**src/rtl/rxf_pkg.sv**
```systemverilog
package rxf_pkg;
  localparam int BYTE_W = 8;

  typedef enum logic [1:0] {
    RX_NONE    = 2'b00,
    RX_GOOD    = 2'b01,
    RX_CRC_BAD = 2'b10,
    RX_RUNT    = 2'b11
  } rx_status_e;

  typedef enum logic [2:0] {
    ST_IDLE,
    ST_HDR,
    ST_DATA,
    ST_CHK,
    ST_SKIP
  } rx_state_e;

  // One byte through a CRC-8, most significant bit first.
  function automatic logic [BYTE_W-1:0] crc8_step(
    input logic [BYTE_W-1:0] crc_in,
    input logic [BYTE_W-1:0] data,
    input logic [BYTE_W-1:0] poly
  );
    logic [BYTE_W-1:0] c;
    c = crc_in ^ data;
    for (int i = 0; i < BYTE_W; i++) begin
      if (c[BYTE_W-1]) c = (c << 1) ^ poly;
      else             c = c << 1;
    end
    return c;
  endfunction
endpackage

```
**src/rtl/rxf_deser.sv**
```systemverilog
module rxf_deser #(
  parameter int W = 8
) (
  input  logic         clk,
  input  logic         rst_n,
  input  logic         carrier,
  input  logic         bit_valid,
  input  logic         bit_data,
  output logic         byte_stb,
  output logic [W-1:0] byte_q
);
  localparam int CW = $clog2(W);
  localparam logic [CW-1:0] LAST = CW'(W - 1);

  logic [CW-1:0] cnt;
  logic [W-1:0]  shreg;
  logic          take;

  assign take = bit_valid && carrier;

  always_ff @(posedge clk or negedge rst_n) begin
    if (!rst_n) begin
      cnt      <= '0;
      shreg    <= '0;
      byte_stb <= 1'b0;
      byte_q   <= '0;
    end else begin
      byte_stb <= 1'b0;
      if (!carrier) begin
        cnt <= '0;
      end else if (take) begin
        shreg <= {bit_data, shreg[W-1:1]};
        if (cnt == LAST) begin
          cnt      <= '0;
          byte_stb <= 1'b1;
          byte_q   <= {bit_data, shreg[W-1:1]};
        end else begin
          cnt <= cnt + 1'b1;
        end
      end
    end
  end


  stb_source_chk: assert property (@(posedge clk) disable iff (!rst_n)
    byte_stb |-> $past(bit_valid && carrier));
endmodule

```
**src/rtl/rxf_crc_acc.sv**
```systemverilog
module rxf_crc_acc
  import rxf_pkg::*;
#(
  parameter logic [BYTE_W-1:0] POLY = 8'h07
) (
  input  logic              clk,
  input  logic              rst_n,
  input  logic              clear,
  input  logic              en,
  input  logic [BYTE_W-1:0] data,
  output logic [BYTE_W-1:0] crc
);
  always_ff @(posedge clk or negedge rst_n) begin
    if (!rst_n)     crc <= '0;
    else if (clear) crc <= '0;
    else if (en)    crc <= crc8_step(crc, data, POLY);
  end
endmodule

```
**src/rtl/rxf_ctrl.sv**
```systemverilog
module rxf_ctrl
  import rxf_pkg::*;
#(
  parameter int ADDR_W = 8,
  parameter bit BCAST_EN = 1'b1
) (
  input  logic              clk,
  input  logic              rst_n,
  input  logic              carrier,
  input  logic              byte_stb,
  input  logic [BYTE_W-1:0] byte_q,
  input  logic [BYTE_W-1:0] station_addr,
  input  logic [BYTE_W-1:0] crc_val,
  output logic              crc_clr,
  output logic              crc_en,
  output logic              wr_en,
  output logic [ADDR_W-1:0] wr_addr,
  output logic [BYTE_W-1:0] wr_data,
  output logic              done,
  output rx_status_e        status
);
  rx_state_e         state;
  logic [1:0]        hdr_pos;
  logic [ADDR_W-1:0] idx;
  logic [BYTE_W-1:0] rem;
  logic              addr_hit;
  logic              in_frame;

  generate
    if (BCAST_EN) begin : g_bcast
      assign addr_hit = (byte_q == station_addr) || (byte_q == {BYTE_W{1'b1}});
    end else begin : g_unicast
      assign addr_hit = (byte_q == station_addr);
    end
  endgenerate

  assign in_frame = (state == ST_HDR) || (state == ST_DATA);
  assign crc_clr  = (state == ST_IDLE);
  assign crc_en   = byte_stb && in_frame && !((state == ST_HDR) && (hdr_pos == 2'd0) && !addr_hit);

  always_ff @(posedge clk or negedge rst_n) begin
    if (!rst_n) begin
      state   <= ST_IDLE;
      hdr_pos <= 2'd0;
      idx     <= '0;
      rem     <= '0;
      wr_en   <= 1'b0;
      wr_addr <= '0;
      wr_data <= '0;
      done    <= 1'b0;
      status  <= RX_NONE;
    end else begin
      wr_en  <= 1'b0;
      done   <= 1'b0;
      status <= RX_NONE;
      case (state)
        ST_IDLE: begin
          if (carrier) begin
            state   <= ST_HDR;
            hdr_pos <= 2'd0;
            idx     <= '0;
          end
        end
        ST_HDR: begin
          if (byte_stb) begin
            if ((hdr_pos == 2'd0) && !addr_hit) begin
              state <= ST_SKIP;
            end else begin
              wr_en   <= 1'b1;
              wr_addr <= idx;
              wr_data <= byte_q;
              idx     <= idx + 1'b1;
              hdr_pos <= hdr_pos + 2'd1;
              if (hdr_pos == 2'd2) begin
                rem   <= byte_q;
                state <= (byte_q == '0) ? ST_CHK : ST_DATA;
              end
            end
          end else if (!carrier) begin
            if (hdr_pos != 2'd0) begin
              done   <= 1'b1;
              status <= RX_RUNT;
            end
            state <= ST_IDLE;
          end
        end
        ST_DATA: begin
          if (byte_stb) begin
            wr_en   <= 1'b1;
            wr_addr <= idx;
            wr_data <= byte_q;
            idx     <= idx + 1'b1;
            rem     <= rem - 1'b1;
            if (rem == 8'd1) state <= ST_CHK;
          end else if (!carrier) begin
            done   <= 1'b1;
            status <= RX_RUNT;
            state  <= ST_IDLE;
          end
        end
        ST_CHK: begin
          if (byte_stb) begin
            done   <= 1'b1;
            status <= (byte_q == crc_val) ? RX_GOOD : RX_CRC_BAD;
            state  <= ST_SKIP;
          end else if (!carrier) begin
            done   <= 1'b1;
            status <= RX_RUNT;
            state  <= ST_IDLE;
          end
        end
        ST_SKIP: begin
          if (!carrier) state <= ST_IDLE;
        end
        default: state <= ST_IDLE;
      endcase
    end
  end


  done_pulse_chk: assert property (@(posedge clk) disable iff (!rst_n)
    done |=> !done);

  status_idle_chk: assert property (@(posedge clk) disable iff (!rst_n)
    !done |-> (status == RX_NONE));

  write_done_excl_chk: assert property (@(posedge clk) disable iff (!rst_n)
    wr_en |-> !done);

  skip_no_write_chk: assert property (@(posedge clk) disable iff (!rst_n)
    (state == ST_SKIP) |-> !wr_en);

  data_rem_chk: assert property (@(posedge clk) disable iff (!rst_n)
    (state == ST_DATA) |-> (rem != '0));

  idle_no_write_chk: assert property (@(posedge clk) disable iff (!rst_n)
    ((state == ST_IDLE) && $past(state != ST_HDR)) |-> !wr_en);
endmodule

```
**src/rtl/pkt_rx_framer.sv**
```systemverilog
module pkt_rx_framer #(
  parameter int ADDR_W = 8,
  parameter logic [7:0] CRC_POLY = 8'h07,
  parameter bit BCAST_EN = 1'b1
) (
  input  logic              clk,
  input  logic              rst_n,
  input  logic [7:0]        station_addr,
  input  logic              carrier,
  input  logic              bit_valid,
  input  logic              bit_data,
  output logic              wr_en,
  output logic [ADDR_W-1:0] wr_addr,
  output logic [7:0]        wr_data,
  output logic              done,
  output logic [1:0]        status
);
  import rxf_pkg::*;

  logic              byte_stb;
  logic [BYTE_W-1:0] byte_q;
  logic [BYTE_W-1:0] crc_val;
  logic              crc_clr;
  logic              crc_en;
  rx_status_e        status_e;

  rxf_deser #(.W(BYTE_W)) u_deser (
    .clk       (clk),
    .rst_n     (rst_n),
    .carrier   (carrier),
    .bit_valid (bit_valid),
    .bit_data  (bit_data),
    .byte_stb  (byte_stb),
    .byte_q    (byte_q)
  );

  rxf_crc_acc #(.POLY(CRC_POLY)) u_crc (
    .clk   (clk),
    .rst_n (rst_n),
    .clear (crc_clr),
    .en    (crc_en),
    .data  (byte_q),
    .crc   (crc_val)
  );

  rxf_ctrl #(.ADDR_W(ADDR_W), .BCAST_EN(BCAST_EN)) u_ctrl (
    .clk          (clk),
    .rst_n        (rst_n),
    .carrier      (carrier),
    .byte_stb     (byte_stb),
    .byte_q       (byte_q),
    .station_addr (station_addr),
    .crc_val      (crc_val),
    .crc_clr      (crc_clr),
    .crc_en       (crc_en),
    .wr_en        (wr_en),
    .wr_addr      (wr_addr),
    .wr_data      (wr_data),
    .done         (done),
    .status       (status_e)
  );

  assign status = status_e;
endmodule

```
**config.mk**
```make
export PLATFORM = sky130hd
export DESIGN_NAME = pkt_rx_framer
export DESIGN_NICKNAME = d
export VERILOG_FILES = /design/src/rtl/rxf_pkg.sv /design/src/rtl/rxf_deser.sv /design/src/rtl/rxf_crc_acc.sv /design/src/rtl/rxf_ctrl.sv /design/src/rtl/pkt_rx_framer.sv
export SDC_FILE = /design/constraint.sdc
export NUM_CORES = 1
export LEC_CHECK = 0
export ABC_AREA = 1
export BUFFER_PORTS_ARGS = -buffer_cell sky130_fd_sc_hd__buf_2
export CORE_MARGIN = 4
export CORE_UTILIZATION = 55
export CTS_CLUSTER_DIAMETER = 40
export CTS_CLUSTER_SIZE = 14
export DETAILED_ROUTE_END_ITERATION = 6
export GPL_ROUTABILITY_DRIVEN = 0
export GPL_TIMING_DRIVEN = 0
export HOLD_SLACK_MARGIN = 0.06
export MAX_ROUTING_LAYER = met4
export PLACE_DENSITY = 0.75
export SLEW_MARGIN = 20
export SYNTH_ARGS = -nofsm -noshare
export SYNTH_HDL_FRONTEND = slang
export SYNTH_SLANG_ARGS = --single-unit
```
**constraint.sdc**
```tcl
create_clock -name clk -period 1.6 [get_ports clk]
set_input_delay 0.48 -clock clk [delete_from_list [all_inputs] [get_ports clk]]
set_output_delay 0.48 -clock clk [all_outputs]
set_load 0.02 [all_outputs]
```
==> metrics list, run 1 <==
- Final period demand of the worst path: 1660 ps
- Half-perimeter wire length after detailed placement: 6160 um
* Cell Count Post-Placement: 564
- Global routing usage summed across all routing layers: 23.8%
* Measured slew at the worst slew-check pin: 369 ps
* Non-filler instance count after layout: 613
* Clock input transition at the sequential cells of the worst setup and hold paths: 80 ps
* Required time reported for the critical path endpoint: 1840 ps
* Worst Setup End Kind: register
- Hold Worst Slack: 415 ps
* Violations in the final reports: negative setup slack
- Setup violations remaining at the end of the flow were counted as 20.
- TritonCTS Buffers: 9
* Vertical die dimension: 89.7 um
* Number of violations of the max-capacitance limit: 0
* Period utilization: 104%
* Via-per-instance ratio: 5.66
- The net count of the finished layout is 554.
- Mapped Cells: 455
- First-pass GRT wire length: 15300 um
- Most common cell after layout, fill and taps aside: nand2_1
* Startpoint class of the critical path: register
- Top Ports: 33
- Across all register-to-register paths, the minimum setup slack is -60 ps.
* Post-Route Setup TNS: -589 ps
- The hold violation count in the final report came to 0.
* Total length of routed wires: 10400 um
* PortBufs: 31
- Yosys mapped the design onto 31 distinct sky130hd cell types.
* Row Count: 29
- The final-report max-slew violation count is 0.
* Maximum vdd ir drop: 0.000729 V
* Clock tree root buffer cell: clkbuf_8
- Highest achievable clock rate: 0.601 GHz
- Fraction of the core area covered by cells at the end of the flow: 73.2%
- Drt initial violations: 384
* Yosys warns: 0
* Final setup skew: 13.8 ps
- Chip width: 89.7 um
* Pin count of the biggest net entering global routing: 47
- Highest-count cells in the layout ignoring fill and taps: nand2_1, dfrtp_1, inv_1
- Total power per unit cell area: 991 nW/um^2
- Skew-Pair Late Insertion Delay: 350 ps
* Register Area: 1710 um^2
* Grt ovf: 0
- Synth Cell Area: 3670 um^2
* Diode insertion count for antenna repair: 0
* CP Max Fanout: 6
- The H-tree was split into 3 levels.
* Syn avg cell area: 8.07 um^2
- Flops & latches, synth: 68
* Worst min-delay path class: primary input to register
* Area of the die: 8050 um^2
- Drc violations: 0
* Final setup margin: -64.0 ps
* Average routed wire per standard cell: 16.9 um
* Worst Setup Slack post-DPL: -265 ps
- Vias: 3471
- The number of global-route vias before repair came to 3253.
* Fill cell total of the finished layout: 426
* Static Leak: 2.45 nW
* TritonCTS clock tree: yes
* Mapped Nets: 478
- Placeable core region: 6420 um^2
- CTS saw 68 sinks.
- Status: complete, but fails checks
* Area of the multi-input gates: 1900 um^2
- Share of final-layout standard cells stronger than drive strength 1: 30.2%
- Max_slew headroom: 75.4%
* Relative area change from synthesis to final layout: 28.1%
- Starting utilization of the core area: 57.2%
- Setup repair after global routing could not meet its margin everywhere.
- The first TritonRoute pass finished after 5 iterations.
* Detail Route Antenna Nets: 0
- The clock passes through at most 2 buffers.
* Arrival time of data at the critical path endpoint: 1910 ps
- Portion of the post-synthesis area used by sequential elements: 46.4%
- The number of antenna violations at the first check in global routing came to 0.
- The critical path is of the register to register type.
==> through the flow <==
step | total power [W] | instance area (um^2)
floorplan | 0.00261 | 3670
global placement | 0.00284 | 3920
detailed placement | 0.00287 | 3950
CTS | 0.00437 | 4260
global route | 0.00487 | 4700
finish | 0.00466 | 4700
==> repair_timing <==
item / CTS / global route
setup buffers: 6 / 23
setup endpoints to repair: 46 / 50
gates resized for setup: 16 / 71
endpoints found under the hold margin: 22 / 0
pin swaps: 1 / 24
cloned: 1 / 2
hold buffers: 1 / 0
==> Yosys cell counts, drive strengths merged <==
master | n | area, um^2
a21oi | 6 | 30.0
a31oi | 1 | 6.26
and2 | 1 | 6.26
buf | 10 | 85.1
clkbuf | 2 | 7.51
clkinv | 1 | 3.75
dfrtp | 68 | 1700
ha | 10 | 125
inv | 51 | 191
nand2 | 148 | 568
nand3 | 27 | 160
nand3b | 2 | 15.0
nand4 | 18 | 128
nor2 | 22 | 85.1
nor3 | 5 | 25.0
o21a | 2 | 15.0
o21ai | 49 | 245
o22ai | 1 | 6.26
o32ai | 1 | 8.76
or2 | 2 | 12.5
xnor2 | 13 | 114
xor2 | 15 | 131
==> flip-flops by register name (all words and copies together), names as in the netlist, 7 cells and up <==
register,cells
u_crc.crc,8
u_ctrl.idx,8
u_ctrl.rem,8
u_ctrl.wr_addr,8
u_ctrl.wr_data,8
u_deser.byte_q,8
u_deser.shreg,7
==> layout make-up <==
type	instances	area share (%)
Buffer	12	2.39
Clock buffer	10	2.93
Clock inverter	6	1.36
Inverter	52	4.34
Multi-Input combinational cell	323	40.5
Sequential cell	68	36.4
Tap cell	77	2.05
Timing Repair Buffer	65	10.1
==> worst paths after layout <==
kind                       cells after the start                             to                     startpoint
max                                           10       u_crc.crc[2]$_DFFE_PN0P_    u_ctrl.state[2]$_DFFE_PN0P_
min                                            3   u_deser.shreg[7]$_DFFE_PN0P_                       bit_data
max reg2reg                                   10       u_crc.crc[2]$_DFFE_PN0P_    u_ctrl.state[2]$_DFFE_PN0P_
min reg2reg                                    2  u_ctrl.wr_addr[1]$_DFFE_PN0P_  u_ctrl.wr_addr[1]$_DFFE_PN0P_
max in group asynchronous                      3  u_deser.byte_q[6]$_DFFE_PN0P_                          rst_n
min in group asynchronous                      2       u_crc.crc[7]$_DFFE_PN0P_                          rst_n
==> power by group <==
part / leakage, nW / total (W) / internal (W) / switching (W)
Combinational: 1.47 / 0.00126 / 0.000478 / 0.000783
Clock: 0.0983 / 0.00147 / 0.000759 / 0.000710
Sequential: 0.878 / 0.00193 / 0.00183 / 0.000102
==> worst max-delay path, cell delays in order, from the launching register on <==
cell	delay (ps)
dfrtp_2	450
nor2_4	120
nand2_2	110
nand2_1	120
inv_1	110
nor2_4	160
nand2_8	100
buf_8	150
buf_8	130
nand3_2	50
nand2_1	60
==> cells by family after synthesis <==
| group | count (synthesis) | synth area share [%] |
|---|---|---|
| buffers and inverters | 64 | 7.84 |
| XOR/XNOR | 28 | 6.68 |
| AO/OA/AOI/OAI | 60 | 8.49 |
| AND/OR/NAND/NOR | 225 | 27.2 |
| flip-flops | 68 | 46.4 |
| adder cells (fa/ha/maj) | 10 | 3.41 |
==> layer usage <==
| metal | part of all wire [%] | GRT usage (%) | vias up |
|---|---|---|---|
| met1 | 42 | 31.4 | 1652 |
| met3 | 6.4 | 4.51 | 40 |
| li1 | - | - | 1612 |
| met2 | 49 | 37.3 | 167 |
| met4 | 3.3 | 8.17 | 0 |
| met5 | 0 | - | - |
Note: power is estimated with default switching activity, not from simulation.
==> run 2: changes to the inputs <==
Settings changed: CORE_MARGIN 4 to 2.
==> run 2 against run 1 <==
The flow still finishes with violations (negative setup slack); register-to-register slack worse by 30 ps; highest routed layer unchanged; via count decreased by 2.9%; global-route usage rose by 3.0 points; sequential cell count unchanged.
==> metrics list, run 2 (synthesis results as in run 1) <==
* Status: complete, but fails checks
* Violations in the final reports: negative setup slack
- Clock-pin slew was measured on the worst setup and hold paths at 70 ps.
* Final setup skew: 10.1 ps
- Largest delay share family, worst path: XOR/XNOR gates
- Summing all placed instances gives a cell area of 3950 um^2.
* TritonCTS Buffers: 9
- Arrival time of data at the critical path endpoint: 1950 ps
* TritonCTS sink count: 68
- The final-report max-slew violation count came to 0.
* Via-per-instance ratio: 5.56
* Clock tree root buffer cell: clkbuf_8
- The worst path uses 106% of the clock period.
* Diode insertion count for antenna repair: 0
- For this run, the total global-route usage over all layers was measured as 26.8%.
- Critical-path cell with the highest stage delay: dfrtp_2
- Hold Violations, Final: 0
- For this run, the slowest stage of the critical path takes 460 ps.
* Grt ovf: 0
- Met1 layer usage reported by global route: 35.8%
- Maximum vdd ir drop: 0.000695 V
- GR met3 Demand/Resource: 4.72%
* First-pass GRT wire length: 14800 um
- Together, buffers and inverters on the worst path number 1.
- Highest-count cells in the layout ignoring fill and taps: nand2_1, dfrtp_1, inv_1
- The startpoint identified for the worst hold timing path is bit_valid.
- Skew-Pair Late Insertion Delay: 360 ps
* Average routed wire per standard cell: 16.2 um
- The detailed router finished its first iteration with 320 violations.
* Row Count: 29
- The library cell used most frequently in the layout, excluding fill and tap cells, is nand2_1.
- In the final layout, the share of cells above drive strength 1 is 29.3%.
- After layout, the minimum clock period comes to 1700 ps.
- End point of the most critical hold path: u_deser.cnt[2]$_DFFE_PN0P_
- Required time reported for the critical path endpoint: 1850 ps
- Worst Setup Slack post-DPL: -251 ps
- Derived from the worst setup path, the maximum achievable clock frequency is 0.589 GHz.
* Capture instance of the worst register-to-register path: u_crc.crc[3]$_DFFE_PN0P_
- Chip width: 85.7 um
- Detail Route Antenna Nets: 0
- Measured slew at the worst slew-check pin: 441 ps
* Hold Worst Slack: 409 ps
* Register-to-register setup slack: -100 ps
* Number of global-route vias before repair: 3060
- For this design the ratio of total power to cell area is 1020 nW/um^2.
* Setup repair after global routing missed its margin: yes
- In this run the count of I/O pins placed on the die edge is 33.
- Power comes to 0.00479 W.
- Critical register-to-register path startpoint: u_deser.byte_q[2]$_DFFE_PN0P_
- Number of nets at the end of the flow: 547
* CP Max Fanout: 4
* Half-perimeter wire length after detailed placement: 5960 um
* Number of instances on the worst hold path: 3
- Clock tree buffer depth: 2
* Pin count of the biggest net entering global routing: 50
- Kind of critical path: register to register
- Met2 capacity usage during global routing: 41.1%
- Final setup margin: -98.3 ps
- Startpoint class of the critical path: register
- For this run, the share of the core covered by cells in the final layout is 73.3%.
* TritonCTS clock tree: yes
- Area of the die: 7340 um^2
- The signal on the critical path passes through xor2_1 > inv_1 > ha_1 > xnor2_1 > o21ai_1.
- Drc violations: 0
* Starting utilization of the core area: 57.5%
- Design area: 4680 um^2
* H-tree depth reported by CTS: 3
* Worst min-delay path class: primary input to register
- PortBufs: 31
- The number of antenna violations at the first check in global routing was 0.
* Fill cell total of the finished layout: 456
* Count of final setup violators: 26
* Vertical die dimension: 85.7 um
- Summed over all cells, the static leakage comes to 2.41 nW.
* Number of violations of the max-capacitance limit: 0
- The first detailed-routing pass ran for 5 iterations.
- After global routing, the most crowded layer is met2.
* Relative area change from synthesis to final layout: 27.5%
* Total length of routed wires: 9820 um
* Placeable core region: 6390 um^2
- Max_slew headroom: 70.4%
* Worst Reg2Reg Path Length in Cells: 5
* Worst Setup End Kind: register
- The routed layout has 3371 vias.
## run 2: layout make-up
class	instances	area [um^2]	share of cell area, %
buffer	12	120	2.57
clock buffer	10	128	2.73
clock inverter	6	88.8	1.90
inverter	52	213	4.54
multi-input combinational	324	1900	40.7
sequential	68	1710	36.5
tap	77	96.3	2.06
timing repair buffer	57	420	8.98
## run 2: power breakdown
group          internal (W)  total (W)  leakage, nW  switching [W]
logic              0.000467    0.00129         1.42       0.000819
registers           0.00183    0.00193        0.878       0.000102
clock network      0.000877    0.00157        0.102       0.000698
## run 2: routing by layer
metal	up-vias	wire length [um]
li1	1601	-
met1	1595	4240
met2	148	4660
met3	27	677
met4	0	237
met5	-	0
## run 2: timing repair
item / in CTS / in global routing
hold buffers: 1 / 0
endpoints found under the hold margin: 19 / 0
cloned: 1 / 3
setup endpoints to repair: 43 / 56
pin swaps: 3 / 16
setup buffers: 6 / 15
resized for setup: 19 / 73
## run 2: tightest hold or removal path, stage by stage
cell and delay [ps]:
buf_2 120, nand3_1 70, o21ai_0 60
## run 2: worst max path at each step
stage	to	startpoint	cells past startpoint	slack [ps]
5_1_grt	u_crc.crc[3]$_DFFE_PN0P_	u_deser.byte_q[2]$_DFFE_PN0P_	5	-160
4_1_cts	u_ctrl.rem[2]$_DFFE_PN0P_	u_ctrl.state[2]$_DFFE_PN0P_	8	-20
3_5_place_dp	u_ctrl.idx[0]$_DFFE_PN0P_	station_addr[2]	9	-250
3_3_place_gp	u_ctrl.wr_addr[6]$_DFFE_PN0P_	rst_n	1	-270
6_report	u_crc.crc[3]$_DFFE_PN0P_	u_deser.byte_q[2]$_DFFE_PN0P_	5	-100
2_1_floorplan	u_deser.byte_q[2]$_DFFE_PN0P_	carrier	5	150
## run 2: through the flow
stage                     cells  setup TNS, ps
after floorplan             455              0
after global placement      563         -23030
after detailed placement    564          -5650
after CTS                   588          -48.1
after global routing        606          -3560
final                       606           -855
